`config.mk`:
```
export PLATFORM = sky130hd
export DESIGN_NAME = irq_post_ctrl
export DESIGN_NICKNAME = d
export VERILOG_FILES = /design/src/rtl/irq_post_ctrl.sv
export SDC_FILE = /design/constraint.sdc
export NUM_CORES = 1
export LEC_CHECK = 0
export BUFFER_PORTS_ARGS = -buffer_cell sky130_fd_sc_hd__clkbuf_2
export CORE_ASPECT_RATIO = 0.75
export CORE_MARGIN = 3
export CORE_UTILIZATION = 44
export DETAILED_ROUTE_END_ITERATION = 7
export PLACE_DENSITY = 0.69
export SKIP_LAST_GASP = 1
export SYNTH_ARGS = -nofsm -noshare
export SYNTH_HDL_FRONTEND = slang
export SYNTH_SLANG_ARGS = --single-unit
```
`constraint.sdc`:
```
create_clock -name clk -period 4.7 [get_ports clk]
set_clock_uncertainty 0.2 [all_clocks]
set_input_delay 0.94 -clock clk [delete_from_list [all_inputs] [get_ports clk]]
set_output_delay 0.94 -clock clk [all_outputs]
set_load 0.005 [all_outputs]
```
`src/rtl/irq_post_ctrl.sv`:
```
module irq_post_ctrl #(
  parameter int NUM_BANKS = 2,
  parameter int REG_W = 8,
  parameter int VEC_W = 16,
  parameter logic [15:0] VEC_BASE = 16'h0004,
  localparam int NSRC = NUM_BANKS * REG_W,
  localparam int ADDR_W = $clog2(2 * NUM_BANKS)
) (
  input  logic              clk,
  input  logic              rst_n,
  input  logic [NSRC-1:0]   evt_i,
  input  logic              reg_we,
  input  logic [ADDR_W-1:0] reg_addr,
  input  logic [REG_W-1:0]  reg_wdata,
  output logic [REG_W-1:0]  reg_rdata,
  input  logic              gie_i,
  input  logic              ack_i,
  output logic              irq_o,
  output logic [VEC_W-1:0]  vec_o
);

  localparam int IDX_W = $clog2(NSRC);

  logic [NSRC-1:0] mask_q, post_q, pend;
  logic [NSRC-1:0] sw_set, sw_clr, ack_clr, mask_we;
  logic [IDX_W-1:0] win_idx;
  logic win_hit;

  assign pend = post_q & mask_q;

  always_comb begin
    win_hit = 1'b0;
    win_idx = '0;
    for (int i = NSRC - 1; i >= 0; i--) begin
      if (pend[i]) begin
        win_hit = 1'b1;
        win_idx = IDX_W'(i);
      end
    end
  end

  assign irq_o = gie_i & win_hit;
  assign vec_o = irq_o ? (VEC_W'(VEC_BASE) + (VEC_W'(win_idx) << 2)) : '0;
  assign ack_clr = (ack_i && irq_o) ? (NSRC'(1) << win_idx) : '0;

  for (genvar b = 0; b < NUM_BANKS; b++) begin : g_bank
    localparam logic [ADDR_W-1:0] MADDR = ADDR_W'(b);
    localparam logic [ADDR_W-1:0] PADDR = ADDR_W'(NUM_BANKS + b);
    wire hit_m = reg_we && (reg_addr == MADDR);
    wire hit_p = reg_we && (reg_addr == PADDR);
    assign mask_we[b*REG_W +: REG_W] = {REG_W{hit_m}};
    assign sw_set[b*REG_W +: REG_W]  = hit_p ? reg_wdata : '0;
    assign sw_clr[b*REG_W +: REG_W]  = hit_p ? ~reg_wdata : '0;
  end

  always_ff @(posedge clk) begin
    if (!rst_n) begin
      mask_q <= '0;
      post_q <= '0;
    end else begin
      for (int b = 0; b < NUM_BANKS; b++)
        if (mask_we[b*REG_W]) mask_q[b*REG_W +: REG_W] <= reg_wdata;
      post_q <= (((post_q & ~sw_clr) | sw_set) & ~ack_clr) | evt_i;
    end
  end

  always_comb begin
    reg_rdata = '0;
    for (int b = 0; b < NUM_BANKS; b++) begin
      if (reg_addr == ADDR_W'(b)) reg_rdata = mask_q[b*REG_W +: REG_W];
      if (reg_addr == ADDR_W'(NUM_BANKS + b)) reg_rdata = post_q[b*REG_W +: REG_W];
    end
  end

endmodule

```
==> results of run 1 <==
## kinds of logic (layout without fill, tap and decap cells)
logic type | Yosys count | count (layout)
compound gates | 56 | 56
fa+ha+maj | 6 | 6
buf+inv | 23 | 56
flops | 32 | 32
mux | 41 | 41
other cells | 1 | 11
simple gates | 50 | 50
## cell usage in the layout, fill, tap and decap left out, types with 6 or more instances in the layout
cell | synthesis | final
a21oi_1 | 14 | 14
ha_1 | 6 | 6
conb_1 | 1 | 11
nand2_1 | 14 | 14
mux2i_1 | 33 | 33
clkbuf_2 | 0 | 44
o21a_1 | 17 | 17
dfxtp_1 | 32 | 32
mux4_2 | 7 | 7
nor2b_1 | 16 | 16
## sequential cells by signal, summed over array words and instances (netlist names)
register and flops:
mask_q 16, post_q 16
## per-stage QoR
step	cells	worst slack (ns)	utilization [%]
2_1_floorplan	219	1.832	-
3_3_place_gp	302	1.578	51.27
3_5_place_dp	302	1.534	51.27
4_1_cts	309	1.231	52.99
5_1_grt	309	1.015	52.99
6_report	309	1.231	52.99
## cells in the mapped netlist, types with 3 or more instances
master | number | area, um2
dfxtp_1 | 32 | 640.6
inv_1 | 3 | 11.26
a21oi_1 | 14 | 70.07
ha_1 | 6 | 75.07
a22oi_1 | 4 | 30.03
o21a_1 | 17 | 127.6
a22oi_2 | 4 | 50.05
mux4_2 | 7 | 157.7
a31oi_1 | 5 | 31.28
clkbuf_1 | 3 | 11.26
buf_2 | 5 | 25.02
nand2_1 | 14 | 52.55
and2_1 | 3 | 18.77
nor2b_1 | 16 | 100.1
buf_4 | 11 | 82.58
mux2i_1 | 33 | 330.3
## worst min path at each step
| stage | cells past startpoint | slack, ns | to | start |
|---|---|---|---|---|
| after floorplan | 2 | 0.32 | mask_q[15] | mask_q[15] |
| after global placement | 2 | 0.35 | mask_q[10] | mask_q[10] |
| after detailed placement | 2 | 0.36 | mask_q[15] | mask_q[15] |
| after CTS | 2 | 0.37 | mask_q[13] | mask_q[13] |
| after global routing | 2 | 0.40 | mask_q[10] | mask_q[10] |
| final | 2 | 0.37 | mask_q[13] | mask_q[13] |
## worst reg2reg max path: cells and delay by family (launching register included)
kind            cells  cell delay (ns)
compound gates      6             1.20
fa+ha+maj           2             0.40
flops               1             0.35
simple gates        1             0.10
## layer usage
| metal | share of wire (%) | GRT usage, % | wire length [um] |
|---|---|---|---|
| met5 | 0 | 0 | 0 |
| met1 | 47 | 27.94 | 2487 |
| met4 | 0.55 | 5.138 | 29 |
| met2 | 42 | 28.88 | 2191 |
| met3 | 10 | 4.981 | 546 |
## power breakdown
group	internal (mW)	total (mW)	switching, mW
clock	0.100	0.195	0.0944
sequential	0.287	0.308	0.0215
combinational	0.0652	0.132	0.0665
total	0.452	0.635	0.182
## cell type report
| type | instances | area share (%) |
|---|---|---|
| multi-input combinational | 164 | 56.90 |
| sequential | 32 | 26.75 |
| timing repair buffer | 45 | 9.509 |
| clock buffer | 6 | 3.030 |
| tap | 57 | 2.978 |
| inverter | 4 | 0.6270 |
| clock inverter | 1 | 0.2090 |
==> results.txt, run 1 <==
Status - completed
Half-perimeter wire length after placement - 4.114 mm
Synthesized-area fraction occupied by ao, oa, aoi and oai cells - 20.32%
Maximum number of pins on one net before global-route repair - 33
Post-synth EDFFs - 0
Initial DRT Pass Iterations - 4
Wire length of the first global-routing pass - 8.397 mm
Basic-gate share of the synthesized area counting and, or, nand and nor cells - 14.54%
Multi-input gate area - 1363 um2
Design area - 2395 um2
Total DRC errors in the routed layout - 0
Area of the die - 5645 um2
Reg-to-reg startpoint - post_q[13]
P&R area growth vs syn - 14.06%
Placement Rows - 21
Vias after detailed routing - 1742
Worst Tran Pin Value - 0.6316 ns
Total of buffers placed on input and output ports - 44
Clock tree from TritonCTS - built
Critical Path AT - 2.33 ns
Worst reg2reg path depth - 9
Master cell of the clock root buffer - clkbuf_8
Synth async-reset ratio - 0%
Start point of the critical path - post_q[13]
Worst Hold Class - flop to flop
Number of flip-flops and latches in the synthesized netlist - 32
Setup Fix Bufs, Post-CTS - 0
Peak fanout along the critical path - 4
Crit. End Element - output pin
Fraction of the yosys area taken by sequential cells - 30.51%
Placeable core region - 4519 um2
Syn Std Cell Area - 2100 um2
Cell repeated most along the worst path - ha_1
Post-layout min period - 3.469 ns
Filler cell count in the final layout - 440
Post-route setup TNS - 0 ns
Worst-path cell with the longest stage delay - dfxtp_1
Total area of sequential cells - 640.6 um2
Overflow left after global routing - 0
Maximum clock rate - 288.3 MHz
Worst path required time - 3.56 ns
Register-to-register setup slack - 2.35 ns
Mux share of post-synthesis cell area - 24.49%
Avg Synthesized Cell Area - 10.05 um2
Area post-placement - 2317 um2
Final-report hold violation count - 0
# H-tree levels - 2
Cell family contributing the most delay on the critical path - compound AO/OA/AOI/OAI gates
Global placement routability congestion - 0.9393
Wirelength, routed - 5.256 mm
Worst slew margin relative to its limit - 57.77%
Layout Nets - 289
Number of antenna violations at the first check in global routing - 0
End of the worst register-to-register path - post_q[15]
Maximum count of clock buffers along a single path - 2
Finish-stage setup viols - 0
Number of sinks driven by the clock tree - 32
Average via count per standard cell - 5.638
# resized after CTS - 0
Hold buffers post-CTS - 0
Share of final-layout standard cells stronger than drive strength 1 - 28.17%
ANT cells - 0
Worst-skew pair later-pin latency - 0.28 ns
Width of the die - 85.77 um
Crit. path cell count - 9
Count of buffering cells on the critical path with inverters included - 1
Die span in y - 65.82 um
Delay of the slowest cell on the worst path - 0.35 ns
Synthesized-area fraction occupied by adder cells - 3.576%
Worst hold margin - 0.3720 ns
CP Capture Point - vec_o[4]
Period utilisation layout - 73.81%
Slew Limit Fails - 0
Power per cell area - 265.1 nW/um2
Ports placed on the boundary - 56
Critical Setup Path Class - flop to output pin
Routed Antenna Nets - 0
Fraction of synthesized cell area in xor and xnor cells - 0%
Final Power - 0.6348 mW
Highest ir drop seen on vdd - 0.1880 mV
Overall fraction of global-route tracks in use - 19.45%
Dominant synthesized flop cell - dfxtp_1
Warnings from Yosys - 0
First DRT Iteration DRCs - 98
Starting Density - 46.46%
Via count of the first global-routing pass - 1651
Lkg Pwr - 1.142 nW
Distinct cells, synth - 42
Kind of launch point of the worst setup path - flop
Unrepaired setup endpoints after global routing - false
Routed wire length per instance - 17.01 um
Number of violations of the max-capacitance limit - 0
Dominant combinational cell family by area after synthesis - multiplexers
Cells traversed along the worst timing path - a22oi_1, nand2b_1, a21bo_2, a21boi_1, o21a_1, ha_1, ha_1, and2_1, clkbuf_2
Reg clk slew, reported paths - 0.07 ns
Clock buffers created by TritonCTS - 5
Number of cells produced by synthesis - 209
(Power assumes the default switching activity.)
==> run 2, diff against run 1 <==
==> constraint.sdc (replaced) <==
create_clock -name clk -period 3.6 [get_ports clk]
set_clock_uncertainty 0.2 [all_clocks]
set_input_delay 0.72 -clock clk [delete_from_list [all_inputs] [get_ports clk]]
set_output_delay 0.72 -clock clk [all_outputs]
set_load 0.005 [all_outputs]
==> run 2 against run 1 <==
Non-clock buffer count is the same. Routed wire length increased by 4.5%. Clock-buffer cell count is 1 higher. Die area did not move. Hold slack is essentially flat. Core utilization is 1.1 points higher. Worst setup slack got worse by 0.85 ns. Cell count is 0.32% higher. Combinational power is 31% higher. Sequential share of layout area is 0.53 points lower. Cell area increased by 2.0%.
==> results.txt, run 2 (synthesis results as in run 1) <==
Status - completed
Critical Path AT - 2.30 ns (-0.03 ns)
Kind of launch point of the worst setup path - flop
Period utilisation layout - 89.39%
First DRT Iteration DRCs - 193 (+97%)
Number of sinks driven by the clock tree - 32 (unchanged)
Setup Fix Bufs, Post-CTS - 0 (unchanged)
Final Power - 0.9647 mW (+52%)
Reg clk slew, reported paths - 0.08 ns (about the same)
Lkg Pwr - 1.166 nW (+2.1%)
Critical Setup Path Class - flop to output pin
Routed Antenna Nets - 0 (unchanged)
Worst hold path cell count - 2 (unchanged)
Clock buffers created by TritonCTS - 5 (unchanged)
Cells traversed along the worst timing path - a22oi_1, nand2b_1, a21bo_2, a21boi_1, o21a_1, ha_1, ha_1, and2_1, clkbuf_2
Number of violations of the max-capacitance limit - 0 (unchanged)
Post-layout min period - 3.218 ns
Worst-skew pair later-pin latency - 0.29 ns (about the same)
Count of buffering cells on the critical path with inverters included - 1 (unchanged)
Worst reg2reg path depth - 9 (unchanged)
Finish-stage setup viols - 0 (unchanged)
Overall fraction of global-route tracks in use - 20.40% (+0.95 points)
Final-report hold violation count - 0 (unchanged)
Total of buffers placed on input and output ports - 44 (unchanged)
Cell repeated most along the worst path - ha_1
Delay of the slowest cell on the worst path - 0.34 ns (about the same)
Maximum count of clock buffers along a single path - 2 (unchanged)
Layout Nets - 289 (unchanged)
Worst Hold Class - flop to flop
Unrepaired setup endpoints after global routing - false
Area of the die - 5645 um2 (unchanged)
Placement Rows - 21 (unchanged)
Worst slew margin relative to its limit - 55.97% (-1.8 points)
Overflow left after global routing - 0 (unchanged)
Worst Tran Pin Value - 0.6584 ns (+0.02684 ns)
Width of the die - 85.77 um (unchanged)
Routed wire length per instance - 17.71 um (+4.1%)
Hold buffers post-CTS - 0 (unchanged)
Starting Density - 46.46% (unchanged)
Post-route setup TNS - 0 ns (unchanged)
Number of antenna violations at the first check in global routing - 0 (unchanged)
Crit. End Element - output pin
Highest ir drop seen on vdd - 0.2518 mV (+34%)
Top Registers - mask_q: 16 flops, post_q: 16 flops
Crit. path cell count - 9 (unchanged)
Slew Limit Fails - 0 (unchanged)
Leading cell types in the layout, fill and taps excluded - clkbuf_2 (44), mux2i_1 (33), dfxtp_1 (32)
Average via count per standard cell - 5.639 (about the same)
Via count of the first global-routing pass - 1627 (-1.5%)
Cell family contributing the most delay on the critical path - compound AO/OA/AOI/OAI gates
Maximum number of pins on one net before global-route repair - 33 (unchanged)
# H-tree levels - 2 (unchanged)
Clock tree from TritonCTS - built
Wire length of the first global-routing pass - 8.790 mm (+4.7%)
Half-perimeter wire length after placement - 4.265 mm (+3.7%)
Die span in y - 65.82 um (unchanged)
Power per cell area - 394.8 nW/um2 (+49%)
Worst-case setup slack after placement - 0.7073 ns (-0.8272 ns)
Worst hold margin - 0.3723 ns (+0.0003070 ns)
Peak fanout along the critical path - 4 (unchanged)
Most common cell after layout, fill and taps aside - clkbuf_2
Maximum clock rate - 310.7 MHz
Vias after detailed routing - 1748 (+0.34%)
Share of final-layout standard cells stronger than drive strength 1 - 28.85% (+0.68 points)
Wirelength, routed - 5.491 mm (+4.5%)
Slack of the critical path - 0.3819 ns (-0.8491 ns)
Worst path required time - 2.68 ns (-0.88 ns)
ANT cells - 0 (unchanged)
# resized after CTS - 0 (unchanged)
Total DRC errors in the routed layout - 0 (unchanged)
Layout Utilization - 54.07% (+1.1 points)
Placeable core region - 4519 um2 (unchanged)
Worst-path cell with the longest stage delay - dfxtp_1
Initial DRT Pass Iterations - 4 (unchanged)
Global placement routability congestion - 0.8897 (-5.3%)
Ports placed on the boundary - 56 (unchanged)
Master cell of the clock root buffer - clkbuf_8
P&R area growth vs syn - 16.39%
==> run 2: tightest hold or removal path, stage by stage (launching register included) <==
cell and delay (ns):
dfxtp_1 0.34, mux2i_1 0.13, nor2b_1 0.05
==> run 2: through the flow <==
stage,cells,instance area (um2)
5_1_grt,310,2444
6_report,310,2444
3_3_place_gp,302,2317
4_1_cts,310,2444
3_5_place_dp,302,2317
2_1_floorplan,219,2137
==> run 2: path summary, 6_finish.rpt <==
path	startpoint	to	slack (ns)
worst min register to register	mask_q[15]	mask_q[15]	0.37
worst max-delay path	post_q[13]	vec_o[4]	0.38
worst max register to register	post_q[13]	post_q[15]	1.28
worst min-delay path	mask_q[15]	mask_q[15]	0.37
==> run 2: layout make-up <==
| class | count | area, um2 |
|---|---|---|
| clock buffers | 7 | 96.34 |
| multi-input cells | 164 | 1363 |
| repair buffers | 45 | 227.7 |
| well taps | 57 | 71.32 |
| clock inverters | 1 | 30.03 |
| flip-flops and latches | 32 | 640.6 |
| fillers | 422 | 2076 |
| inverters | 4 | 15.01 |
==> run 2: routing by layer <==
layer  wire [um]  track usage (%)
met1        2682            30.62
met2        2315            29.55
met3         465            5.230
met4          27            3.557
met5           0                0
==> run 2: power breakdown <==
part,total (mW),switching (mW),internal (mW)
registers,0.401,0.0271,0.374
clock network,0.390,0.146,0.244
logic,0.173,0.0882,0.0852
